===== src/rtl/ipt_pkg.sv =====
package ipt_pkg;
  localparam int NUM_RINGS = 3;
  localparam int RING_OS   = 0;
  localparam int RING_POOL = 1;
  localparam int RING_HV   = 2;

  localparam logic [3:0] OFF_NSR  = 4'h0;
  localparam logic [3:0] OFF_CPPR = 4'h1;
  localparam logic [3:0] OFF_IPB  = 4'h2;
  localparam logic [3:0] OFF_PIPR = 4'h7;

  localparam logic [11:0] ADDR_ACK     = 12'h800;
  localparam logic [11:0] ADDR_PULL    = 12'h828;
  localparam logic [11:0] ADDR_POOL_W2 = 12'h028;

  function automatic logic [7:0] nsr_code(int ring);
    return (ring == RING_POOL) ? 8'h40 : 8'h80;
  endfunction
endpackage


===== src/rtl/ipt_prio_enc.sv =====
module ipt_prio_enc #(
  parameter int NUM_PRIO = 8
) (
  input  logic [NUM_PRIO-1:0] mask,
  output logic [7:0]          prio
);
  always_comb begin
    prio = 8'hFF;
    for (int i = NUM_PRIO - 1; i >= 0; i--) begin
      if (mask[i]) prio = 8'(i);
    end
  end
endmodule


===== src/rtl/ipt_ring.sv =====
module ipt_ring #(
  parameter int         NUM_PRIO = 8,
  parameter logic [7:0] NSR_CODE = 8'h80,
  localparam int        PRIO_W   = $clog2(NUM_PRIO)
) (
  input  logic                clk,
  input  logic                rst_n,
  input  logic                notify_set,
  input  logic [PRIO_W-1:0]   notify_prio,
  input  logic                cppr_we,
  input  logic [7:0]          cppr_wdata,
  input  logic                ack,
  output logic [7:0]          cppr_q,
  output logic [NUM_PRIO-1:0] ipb_q,
  output logic [7:0]          nsr_q,
  output logic [7:0]          pipr
);
  logic [NUM_PRIO-1:0] ipb_set, ipb_clr, ipb_nxt;
  logic [7:0]          cppr_nxt, pipr_nxt;
  logic                ack_take;

  ipt_prio_enc #(.NUM_PRIO(NUM_PRIO)) u_enc_cur (.mask(ipb_q),   .prio(pipr));
  ipt_prio_enc #(.NUM_PRIO(NUM_PRIO)) u_enc_nxt (.mask(ipb_nxt), .prio(pipr_nxt));

  assign ack_take = ack && (nsr_q != 8'h00);
  assign ipb_set  = notify_set ? (NUM_PRIO'(1) << notify_prio) : '0;
  assign ipb_clr  = ack_take ? (NUM_PRIO'(1) << pipr[PRIO_W-1:0]) : '0;
  assign ipb_nxt  = (ipb_q & ~ipb_clr) | ipb_set;

  always_comb begin
    cppr_nxt = cppr_q;
    if (ack_take)     cppr_nxt = pipr;
    else if (cppr_we) cppr_nxt = cppr_wdata;
  end

  always_ff @(posedge clk) begin
    if (!rst_n) begin
      cppr_q <= 8'hFF;
      ipb_q  <= '0;
      nsr_q  <= 8'h00;
    end else begin
      cppr_q <= cppr_nxt;
      ipb_q  <= ipb_nxt;
      if (ack_take)                 nsr_q <= 8'h00;
      else if (pipr_nxt < cppr_nxt) nsr_q <= NSR_CODE;
      else                          nsr_q <= 8'h00;
    end
  end

  assert_ack_cppr_R7: assert property (@(posedge clk) disable iff (!rst_n)
    ack_take |=> (cppr_q == $past(pipr)));
  assert_nsr_order_R5: assert property (@(posedge clk) disable iff (!rst_n)
    (nsr_q != 8'h00) |-> (pipr < cppr_q));
  assert_pipr_empty_R4: assert property (@(posedge clk) disable iff (!rst_n)
    (pipr == 8'hFF) |-> (ipb_q == '0));
  assert_notify_sets_R3: assert property (@(posedge clk) disable iff (!rst_n)
    notify_set |=> ipb_q[$past(notify_prio)]);
endmodule


===== src/rtl/ipt_thread_ctx.sv =====
module ipt_thread_ctx
  import ipt_pkg::*;
#(
  parameter int  NUM_PRIO = 8,
  parameter int  ADDR_W   = 12,
  parameter int  DATA_W   = 32,
  localparam int PRIO_W   = $clog2(NUM_PRIO)
) (
  input  logic                 clk,
  input  logic                 rst_n,
  input  logic                 mmio_valid,
  input  logic                 mmio_write,
  input  logic [ADDR_W-1:0]    mmio_addr,
  input  logic [DATA_W-1:0]    mmio_wdata,
  output logic                 rsp_valid,
  output logic [DATA_W-1:0]    rsp_data,
  input  logic                 notify_valid,
  output logic                 notify_ready,
  input  logic [1:0]           notify_ring,
  input  logic [PRIO_W-1:0]    notify_prio,
  output logic [NUM_RINGS-1:0] exc_o
);
  logic [7:0]          cppr [NUM_RINGS];
  logic [NUM_PRIO-1:0] ipb  [NUM_RINGS];
  logic [7:0]          nsr  [NUM_RINGS];
  logic [7:0]          pipr [NUM_RINGS];

  logic              rd, wr, in_ring, is_ack, is_pull, is_w2;
  logic [1:0]        ring_sel;
  logic [3:0]        offs;
  logic [DATA_W-1:0] rdata;
  logic [31:0]       pool_w2_q;

  assign rd       = mmio_valid && !mmio_write;
  assign wr       = mmio_valid &&  mmio_write;
  assign in_ring  = (mmio_addr[ADDR_W-1:6] == '0) && (mmio_addr[5:4] != 2'b00);
  assign ring_sel = mmio_addr[5:4] - 2'd1;
  assign offs     = mmio_addr[3:0];
  assign is_ack   = (mmio_addr == ADDR_W'(ADDR_ACK));
  assign is_pull  = (mmio_addr == ADDR_W'(ADDR_PULL));
  assign is_w2    = (mmio_addr == ADDR_W'(ADDR_POOL_W2));

  assign notify_ready = !mmio_valid;

  for (genvar r = 0; r < NUM_RINGS; r++) begin : g_ring
    logic ack_r;
    if (r == RING_HV) begin : g_ack
      assign ack_r = rd && is_ack;
    end else begin : g_noack
      assign ack_r = 1'b0;
    end
    ipt_ring #(.NUM_PRIO(NUM_PRIO), .NSR_CODE(nsr_code(r))) u_ring (
      .clk         (clk),
      .rst_n       (rst_n),
      .notify_set  (notify_valid && notify_ready && (notify_ring == 2'(r))),
      .notify_prio (notify_prio),
      .cppr_we     (wr && in_ring && (ring_sel == 2'(r)) && (offs == OFF_CPPR)),
      .cppr_wdata  (mmio_wdata[7:0]),
      .ack         (ack_r),
      .cppr_q      (cppr[r]),
      .ipb_q       (ipb[r]),
      .nsr_q       (nsr[r]),
      .pipr        (pipr[r])
    );
    assign exc_o[r] = (nsr[r] != 8'h00);
  end

  always_comb begin
    rdata = '0;
    if (is_ack) begin
      rdata[15:14] = nsr[RING_HV][7:6];
      rdata[7:0]   = (nsr[RING_HV] != 8'h00) ? pipr[RING_HV] : cppr[RING_HV];
    end else if (is_pull || is_w2) begin
      rdata = DATA_W'(pool_w2_q);
    end else if (in_ring && ring_sel != 2'd3) begin
      case (offs)
        OFF_NSR:  rdata[7:0] = nsr[ring_sel];
        OFF_CPPR: rdata[7:0] = cppr[ring_sel];
        OFF_IPB:  rdata[7:0] = 8'(ipb[ring_sel]);
        OFF_PIPR: rdata[7:0] = pipr[ring_sel];
        default:  rdata = '0;
      endcase
    end
  end

  always_ff @(posedge clk) begin
    if (!rst_n) begin
      rsp_valid <= 1'b0;
      rsp_data  <= '0;
      pool_w2_q <= '0;
    end else begin
      rsp_valid <= rd;
      if (rd) rsp_data <= rdata;
      if (rd && is_pull)      pool_w2_q[31] <= 1'b0;
      else if (wr && is_w2)   pool_w2_q     <= mmio_wdata[31:0];
    end
  end

  assert_pull_clears_R10: assert property (@(posedge clk) disable iff (!rst_n)
    (rd && is_pull) |=> !pool_w2_q[31]);
  assert_rsp_follows_read_R2: assert property (@(posedge clk) disable iff (!rst_n)
    rsp_valid |-> $past(rd));
  assert_hold_under_mmio_R12: assert property (@(posedge clk) disable iff (!rst_n)
    mmio_valid |=> $stable(ipb[RING_HV]) || $past(rd && is_ack));
endmodule


===== config.mk =====
export PLATFORM = sky130hd
export DESIGN_NAME = ipt_thread_ctx
export DESIGN_NICKNAME = d
export VERILOG_FILES = /design/src/rtl/ipt_pkg.sv /design/src/rtl/ipt_prio_enc.sv /design/src/rtl/ipt_ring.sv /design/src/rtl/ipt_thread_ctx.sv
export SDC_FILE = /design/constraint.sdc
export NUM_CORES = 1
export LEC_CHECK = 0
export ABC_AREA = 1
export BUFFER_PORTS_ARGS = -buffer_cell sky130_fd_sc_hd__buf_2
export CAP_MARGIN = 0
export CORE_MARGIN = 2
export CORE_UTILIZATION = 35
export CTS_CLUSTER_SIZE = 10
export DETAILED_ROUTE_END_ITERATION = 10
export HOLD_SLACK_MARGIN = 0.02
export PLACE_DENSITY = 0.53
export SYNTH_ARGS = -nofsm -noshare
export SYNTH_HDL_FRONTEND = slang
export SYNTH_SLANG_ARGS = --single-unit

===== constraint.sdc =====
create_clock -name clk -period 4.2 [get_ports clk]
set_input_delay 0.42 -clock clk [delete_from_list [all_inputs] [get_ports clk]]
set_output_delay 0.42 -clock clk [all_outputs]
set_load 0.05 [all_outputs]

==> results of run 1 <==
metal layers:
metal / share of wire / wire length (um) / track usage
met1: 0.49 / 9520 / 0.297
met2: 0.44 / 8500 / 0.324
met3: 0.044 / 858 / 0.0403
met4: 0.022 / 429 / 0.0799
met5: 0 / 0 / 0
Yosys cell counts (3+ instances only):
| cell | instances | area, um^2 |
|---|---|---|
| a21oi_1 | 95 | 475 |
| o21ai_1 | 15 | 75.1 |
| buf_2 | 9 | 45.0 |
| nand2_1 | 192 | 721 |
| o211ai_1 | 15 | 113 |
| inv_1 | 78 | 293 |
| a21oi_2 | 4 | 35.0 |
| nand2_2 | 3 | 18.8 |
| nor3_1 | 13 | 65.1 |
| ha_1 | 26 | 325 |
| nor3_2 | 4 | 40.0 |
| nor2_2 | 7 | 43.8 |
| o21ai_0 | 97 | 485 |
| a22oi_1 | 3 | 22.5 |
| nand4_1 | 8 | 50.1 |
| inv_2 | 13 | 48.8 |
| nor2_4 | 3 | 33.8 |
| o22ai_1 | 9 | 56.3 |
| a221oi_1 | 4 | 35.0 |
| clkbuf_1 | 31 | 116 |
| nor2_1 | 77 | 289 |
| dfxtp_1 | 116 | 2320 |
| a211oi_1 | 8 | 60.1 |
| or2_2 | 3 | 18.8 |
| nand3_1 | 26 | 130 |
registers in the layout, summed over array words and instances, names as in the netlist:
name	count
pool_w2_q	32
rsp_data	32
rsp_valid	1
g_ring.u_ring.nsr_q	3
g_ring.u_ring.cppr_q	24
g_ring.u_ring.ipb_q	24
tightest hold or removal path, cell delays in order:
cell	delay, ps
buf_2	90
nand2_1	50
a21oi_1	60
final cells by class:
| cell class | count | area, um^2 | area share |
|---|---|---|---|
| flip-flops and latches | 116 | 2320 | 0.314 |
| well taps | 225 | 282 | 0.0381 |
| clock inverters | 15 | 183 | 0.0247 |
| multi-input cells | 632 | 3300 | 0.446 |
| inverters | 92 | 345 | 0.0467 |
| repair buffers | 101 | 533 | 0.0721 |
| clock buffers | 17 | 425 | 0.0576 |
worst min path at each step:
stage	endpoint	slack [ps]	cells after the start
after floorplan	rsp_data[10]	430	2
after global placement	rsp_data[30]	440	2
after detailed placement	rsp_data[18]	450	2
after CTS	pool_w2_q[31]	230	3
after global routing	pool_w2_q[25]	240	3
final	pool_w2_q[25]	240	3
metrics by stage:
| step | area (um^2) | total power, W | cells |
|---|---|---|---|
| 2_1_floorplan | 6130 | 0.00139 | 882 |
| 3_3_place_gp | 6780 | 0.00150 | 1166 |
| 3_5_place_dp | 6780 | 0.00150 | 1166 |
| 4_1_cts | 7390 | 0.00303 | 1198 |
| 5_1_grt | 7390 | 0.00313 | 1198 |
| 6_report | 7390 | 0.00300 | 1198 |
power by group through the flow:
stage,Combinational (W),Clock (W),Sequential [W]
2_1_floorplan,0.000154,0,0.00123
3_3_place_gp,0.000340,0,0.00116
3_5_place_dp,0.000339,0,0.00116
4_1_cts,0.000340,0.00155,0.00114
5_1_grt,0.000374,0.00161,0.00114
6_report,0.000341,0.00152,0.00114
logic make-up (layout without fill, tap and decap cells):
kind of cell,Yosys count,after routing,share of synthesized area
AND/OR/NAND/NOR,345,345,0.246
AO/OA/AOI/OAI,261,261,0.238
buffers and inverters,134,225,0.0845
flip-flops,116,116,0.379
adder cells (fa/ha/maj),26,26,0.0531
==> results.cfg, run 1 <==
[worst_setup_path]
end_kind = flop
critPathLaunchType = primary input
reg2reg_slack_ps = 1140
worst_path_max_delay_cell = nor3_1
worstPathMaxFanout = 23
worst-path-buf-inv = 2
reg2reg_to = g_ring[2].u_ring.nsr_q[7]
cp.required_ps = 4560
rr_worst_depth = 14
crit_chain = buf_2, inv_1, ha_1, nand2_1, nor2_4, nand4_4, nor2_4, nand3_1, a21oi_2, and3_1, nand3_1, nor3_1, ha_1, a21oi_1, o2111ai_1, a21oi_2
slowest_delay_ps = 550
cp-endpoint = g_ring[2].u_ring.nsr_q[7]
crit_start = mmio_addr[4]
path_delay_family = simple AND/OR/NAND/NOR gates
cp.arrival_ps = 3430
reg2reg_from = g_ring[2].u_ring.ipb_q[5]
critical_path_depth = 16
path_class = in2reg

[pwr]
swShare = 0.295
p_sw_w = 0.000886
pwr-share-clk = 0.507
p_leak_nw = 3.48
vdd_drop_max_mv = 0.293
seqPwrFrac = 0.379
p_int_w = 0.00212
p_per_area_nw_per_um2 = 407
p_comb_frac = 0.113

[timing]
fin_crit_sh = 0.729
hold_ws_ps = 242
setup_viol = 0
rsz0062_at_grt = false
maxSlewViolCount = 0
fin_ws_ps = 1140
slew_headroom = 0.431
period_minus_slack_ps = 3060
fmax_mhz = 327
tightest_slew_ps = 846
final_hold_viol_count = 0
setup_tns_ps = 0
fin_skew_ps = 7.59

[cts]
cts-root-buf = clkbuf_16
cts.sinks = 116
cts_max_level = 4
cts_tree = done
clk_transition_reported_paths_ps = 60
cts_buffer_depth = 2
cts_resized = 0
cts_setup_buffers = 0
postCtsHoldBufs = 0
clkLatencyLatePin_ps = 430
numCtsBuffers = 17

[synth]
synth_fp_nets = 962
synth_seq_cells = 116
async_flop_share = 0
yosysSeqAreaShare = 0.379
synth_area_per_cell_um2 = 6.95
synthCells = 882
synth_cell_types = 43
synth_ff_type = dfxtp_1
synth-edff-count = 0
netlist_area_um2 = 6130
ys.warnings.count = 0

[cells_and_area]
syn2layout_area_growth_pct = 20.6
postLayoutCoreUtil = 0.429
n_fill_cell = 1856
mostFrequentLayoutCells = nand2_1 (192), dfxtp_1 (116), o21ai_0 (97)
fin_nets = 1040
drive_gt1_frac = 0.182
final_common_cell = nand2_1
insertedDiodeCount = 0

[grt]
grt_pass1_wl_mm = 30.2
grt.overflow.total = 0
grt_max_degree = 58
grt_pass1_vias = 5618
grt_antenna_before_repair = 0
track_usage = 0.212

[placed_design]
place_congestion = 0.897
dp_hpwl_mm = 14.1
dp_slack_ps = 714
numPortBuffers = 90

[detailed_routing]
vias_per_cell = 5.06
first_iter_violations = 316
drcViolationCount = 0
dr.pass1.iters = 4
routed_wl_mm = 19.3
wl_per_cell_um = 16.1
num_vias = 6063
final_antenna_net_count = 0

[run_status]
status = finished clean

[flow_run]
max_cap_viol_count = 0

[worst_hold_path]
hp-class = in2reg
hp-start = mmio_wdata[25]

[floorplan]
initial_core_util = 0.356
design.core.area_um2 = 17200
die-area_um2 = 18600
fp.dieH_um = 136
fp.dieW_um = 136
std_cell_rows = 48
pin_count = 91
Power figures use the tool's default switching activity.
==> run 2: changes to the inputs <==
Settings changed: ABC_AREA 1 to 0, PLACE_DENSITY 0.53 to 0.55.
Clock period 4.2 ns to 2.8 ns, I/O delays scaled along.
==> run 2 against run 1 <==
  * The flow now finishes with violations (negative setup slack)
  * Clock power rose by 42%
  * Critical path depth fell by 2
  * Synthesized cell count fell by 11%
  * Critical path type is now reg2reg
  * Final area rose by 13%
  * Synthesized area rose by 1.7%
  * First-iteration DRC count rose by 120%
  * Wire length rose by 14%
  * Setup slack got worse by 1600 ps
  * Highest routed layer unchanged
  * Critical endpoint unchanged
  * Die area rose by 1.7%
  * Sequential power rose by 47%
==> results.cfg, run 2 <==
[run_status]
status = finished with violations
violations = negative setup slack

[worst_hold_path]
hp-class = in2reg
hold_depth = 3

[floorplan]
std_cell_rows = 48
fp.dieH_um = 137
fp.dieW_um = 137
design.core.area_um2 = 17400
die-area_um2 = 18900
pin_count = 91
initial_core_util = 0.359

[cts]
cts-root-buf = clkbuf_16
numCtsBuffers = 17
cts_tree = done
clkLatencyLatePin_ps = 420
cts_buffer_depth = 2
cts_max_level = 4
cts.sinks = 116
clk_transition_reported_paths_ps = 60

[synth]
synth-edff-count = 0
netlist_area_um2 = 6230
synth_top_area_cell = dfxtp_1
synth_compound_area_frac = 0.209
synth_top_area_frac = 0.372
synth_ff_type = dfxtp_1
synth_area_leaders = dfxtp_1 (37%), nand2_1 (8.5%), a21oi_1 (7.0%), mux2i_1 (6.3%), ha_1 (5.2%)
synthMuxAreaShare = 0.0704
synthSimpleGateAreaFrac = 0.245
synthCells = 783
synthXorXnorAreaFrac = 0.00140
yosysSeqAreaShare = 0.372
synth_cell_types = 69
synth_top_family_by_area = simple AND/OR/NAND/NOR gates
synth_area_per_cell_um2 = 7.96
synth_most_common_cell = nand2_1
synthAdderAreaFrac = 0.0522
synth_fp_nets = 863
synth_common_cells = nand2_1 (142), dfxtp_1 (116), a21oi_1 (87)
async_flop_share = 0
synth_seq_cells = 116
ys.warnings.count = 0

[pwr]
p_leak_nw = 3.57
p_per_area_nw_per_um2 = 520
vdd_drop_max_mv = 0.409

[worst_setup_path]
path_class = reg2reg
end_kind = flop
cp.required_ps = 3150
rr_worst_depth = 14
cp.arrival_ps = 3620
worstPathMaxFanout = 9
critPathLaunchType = flop

[grt]
grt_max_degree = 40
grt.overflow.total = 0
grt_antenna_before_repair = 0
grt_pass1_wl_mm = 34.2
grt_pass1_vias = 6275
track_usage = 0.240

[detailed_routing]
final_antenna_net_count = 0
routed_wl_mm = 22.0
dr.pass1.iters = 5
wl_per_cell_um = 18.6
vias_per_cell = 5.58
num_vias = 6587
first_iter_violations = 689
drcViolationCount = 0

[cells_and_area]
insertedDiodeCount = 0
fin_nets = 1024
mostFrequentLayoutCells = nand2_1 (141), dfxtp_1 (115), buf_4 (107)
stdcell_count = 1181
drive_gt1_frac = 0.282
final_common_cell = nand2_1
postLayoutCoreUtil = 0.480
top_regs = pool_w2_q (32), rsp_data (32)
syn2layout_area_growth_pct = 33.6

[timing]
setup_viol = 1
slew_headroom = 0.552
maxSlewViolCount = 0
final_hold_viol_count = 0
period_minus_slack_ps = 3270
setup_tns_ps = -470
rsz0062_at_grt = true
fin_skew_ps = 8.39
fin_ws_ps = -470
fin_crit_sh = 1.17
tightest_slew_ps = 668
fmax_mhz = 306

[placed_design]
place_congestion = 0.914
numPortBuffers = 90
dp_hpwl_mm = 16.4
dp_cells = 1147

[flow_run]
max_cap_viol_count = 0
## run 2: changes by cell type after synthesis, sizes merged, moves of 12 or more
cell / change
nor2: -38
inv: -72
nand3: +14
clkbuf: +17
a21oi: -13
mux2i: +39
o211ai: -12
o21ai: -85
nand2: -53
## run 2: cells by family after synthesis
family | after synthesis
AND/OR/NAND/NOR | 316
XOR/XNOR | 1
flip-flops | 116
AO/OA/AOI/OAI | 205
buffers and inverters | 76
adder cells (fa/ha/maj) | 26
multiplexers | 43
## run 2: where the power goes
part           total, W  internal (W)  switching, W
clock network   0.00216       0.00135      0.000809
registers       0.00168       0.00166     0.0000123
logic          0.000495      0.000194      0.000301
## run 2: critical path, stage by stage (launching register included)
cell	delay, ps
dfxtp_1	310
buf_4	170
nor4_1	300
buf_4	190
nand3_1	120
nor3_2	220
o22ai_2	120
nor4_4	280
buf_6	180
ha_4	220
and4_4	210
a2111oi_4	300
nand4_1	140
a221o_2	310
o21ai_1	120
## run 2: what timing repair did
item                                    CTS  global route
hold endpoints to repair                  0             0
buffers inserted                          3             1
pin swaps                                10             4
endpoints found under the setup margin    1             1
gates cloned                              0             0
gates resized for setup                  13             8
hold buffers                              0             0
## run 2: worst paths after layout
| path | end | slack, ps | from |
|---|---|---|---|
| max | g_ring[2].u_ring.nsr_q[7] | -470 | g_ring[2].u_ring.ipb_q[2] |
| min | pool_w2_q[16] | 100 | mmio_wdata[16] |
| min reg2reg | rsp_data[13] | 450 | rsp_data[13] |
| max reg2reg | g_ring[2].u_ring.nsr_q[7] | -470 | g_ring[2].u_ring.ipb_q[2] |
## run 2: cell type report
type	count	area [um^2]
well taps	225	282
clock buffers	20	457
multi-input cells	591	3770
clock inverters	11	129
flip-flops and latches	116	2320
fillers	1721	9030
inverters	19	78.8
repair buffers	199	1280
## run 2: through the flow
step	worst slack [ps]	area [um^2]	hold slack, ps	power (W)
finish	-470	8330	99.2	0.00433
global route	-621	8330	90.5	0.00449
CTS	-446	8280	85.6	0.00436
detailed placement	-1030	7600	441	0.00218
global placement	-866	7600	438	0.00218
floorplan	-837	6330	392	0.00199
## run 2: metal layers
metal | up-vias | track usage | wire, um
met5 | - | 0 | 0
met4 | 0 | 0.101 | 553
met3 | 34 | 0.0434 | 1590
met2 | 262 | 0.357 | 9630
met1 | 3139 | 0.339 | 10200
li1 | 3152 | - | -
==> run 3: changes to the inputs <==
Settings changed: TNS_END_PERCENT from default to 20.
==> run 3 against run 2 <==
  * Sequential power hardly changed
  * Combinational power is 3% higher
  * The run still ends with negative setup slack left
  * Sequential share of layout area is 0.50 points lower
  * Via count is 1.6% lower
  * Critical path type unchanged
  * Count of clock-buffer cells in the layout is 3 lower
  * Utilization is 0.87 points higher
  * Final area is 1.8% higher
  * Maximum frequency is 0.44% lower
==> results.cfg, run 3 (synthesis gave the netlist of run 2 again) <==
[cts]
cts_max_level = 4
clkLatencyLatePin_ps = 420
numCtsBuffers = 17
postCtsHoldBufs = 0
cts_buffer_depth = 2
cts.sinks = 116
cts_tree = done
cts-root-buf = clkbuf_16
clk_transition_reported_paths_ps = 60

[worst_setup_path]
end_kind = flop
worstPathMaxFanout = 5
cp.required_ps = 3150
cp.arrival_ps = 3640
critPathLaunchType = flop
path_class = reg2reg

[pwr]
p_leak_nw = 3.66
power.total_w = 0.00445
p_sw_w = 0.00117
pwr-share-clk = 0.508
p_comb_frac = 0.115
vdd_drop_max_mv = 0.422
p_per_area_nw_per_um2 = 524
p_int_w = 0.00327
swShare = 0.264
seqPwrFrac = 0.377

[flow_run]
max_cap_viol_count = 0

[placed_design]
dp_cells = 1146
dp_hpwl_mm = 15.6
place_congestion = 0.987
numPortBuffers = 90
dp_slack_ps = -1040

[run_status]
status = finished with violations
violations = negative setup slack

[worst_hold_path]
hp-class = in2reg

[timing]
fin_ws_ps = -485
setup_viol = 1
hold_ws_ps = 89.2
slew_headroom = 0.550
fmax_mhz = 304
maxSlewViolCount = 0
period_minus_slack_ps = 3280
tightest_slew_ps = 674
final_hold_viol_count = 0
fin_crit_sh = 1.17
rsz0062_at_grt = true
fin_skew_ps = 8.89

[grt]
grt_pass1_wl_mm = 33.2
grt.overflow.total = 0
grt_pass1_vias = 5979
track_usage = 0.231
grt_max_degree = 54
grt_antenna_before_repair = 0

[cells_and_area]
syn2layout_area_growth_pct = 36.0
mostFrequentLayoutCells = nand2_1 (141), dfxtp_1 (115), buf_4 (111)
fin_nets = 1033
final_common_cell = nand2_1
postLayoutCoreUtil = 0.489
stdcell_count = 1190
drive_gt1_frac = 0.291
insertedDiodeCount = 0
top_regs = pool_w2_q (32), rsp_data (32)

[floorplan]
std_cell_rows = 48
design.core.area_um2 = 17400
initial_core_util = 0.359
pin_count = 91
fp.dieH_um = 137
die-area_um2 = 18900
fp.dieW_um = 137

[detailed_routing]
first_iter_violations = 641
final_antenna_net_count = 0
num_vias = 6479
wl_per_cell_um = 18.2
drcViolationCount = 0
routed_wl_mm = 21.6
vias_per_cell = 5.44
dr.pass1.iters = 6
run 3: cell type report:
class	count	area, um^2
inverters	19	78.8
repair buffers	208	1390
clock buffers	17	425
flip-flops and latches	116	2320
clock inverters	14	179
well taps	225	282
fillers	1726	8880
multi-input cells	591	3800
run 3: metrics by stage:
step / cell area, um^2 / setup TNS (ps)
global placement: 7610 / -1010
floorplan: 6330 / -915
finish: 8480 / -485
detailed placement: 7610 / -1190
global route: 8480 / -619
CTS: 8370 / -517
run 3: worst paths after layout:
kind / end / slack (ps) / start / cells after the start
worst min register to register: rsp_data[27] / 450 / rsp_data[27] / 2
worst min-delay path: pool_w2_q[22] / 90 / mmio_wdata[22] / 3
worst max-delay path: g_ring[2].u_ring.nsr_q[7] / -480 / g_ring[2].u_ring.ipb_q[3] / 15
worst max register to register: g_ring[2].u_ring.nsr_q[7] / -480 / g_ring[2].u_ring.ipb_q[3] / 15
run 3: timing repair:
| item | CTS | global route |
|---|---|---|
| buffers inserted | 11 | 2 |
| resized for setup | 15 | 14 |
| endpoints found under the setup margin | 1 | 3 |
| pin swaps | 14 | 11 |
run 3: worst max-delay path: stages (launching register included):
cell       delay [ps]
dfxtp_1           300
buf_4             160
nor4_1            260
buf_4             180
nand3_1           110
o21ai_0           200
o21ai_0           210
nor4_4            280
buf_6             180
ha_4              220
a21oi_2           170
a21boi_2           90
a2111oi_4         290
nand4_1           150
a221o_2           310
o21ai_1           100
run 3: power groups by stage:
stage / registers [W] / logic [W] / clock network (W)
after floorplan: 0.00174 / 0.000245 / 0
after global placement: 0.00171 / 0.000475 / 0
final: 0.00168 / 0.000510 / 0.00226
after detailed placement: 0.00171 / 0.000476 / 0
after CTS: 0.00167 / 0.000491 / 0.00228
after global routing: 0.00168 / 0.000549 / 0.00235
run 3: layer usage:
| metal | global-route usage | wire length [um] | up-vias |
|---|---|---|---|
| met3 | 0.0563 | 1710 | 31 |
| met5 | 0 | 0 | - |
| met4 | 0.0636 | 338 | 0 |
| met2 | 0.347 | 9480 | 233 |
| li1 | - | - | 3168 |
| met1 | 0.328 | 10100 | 3047 |
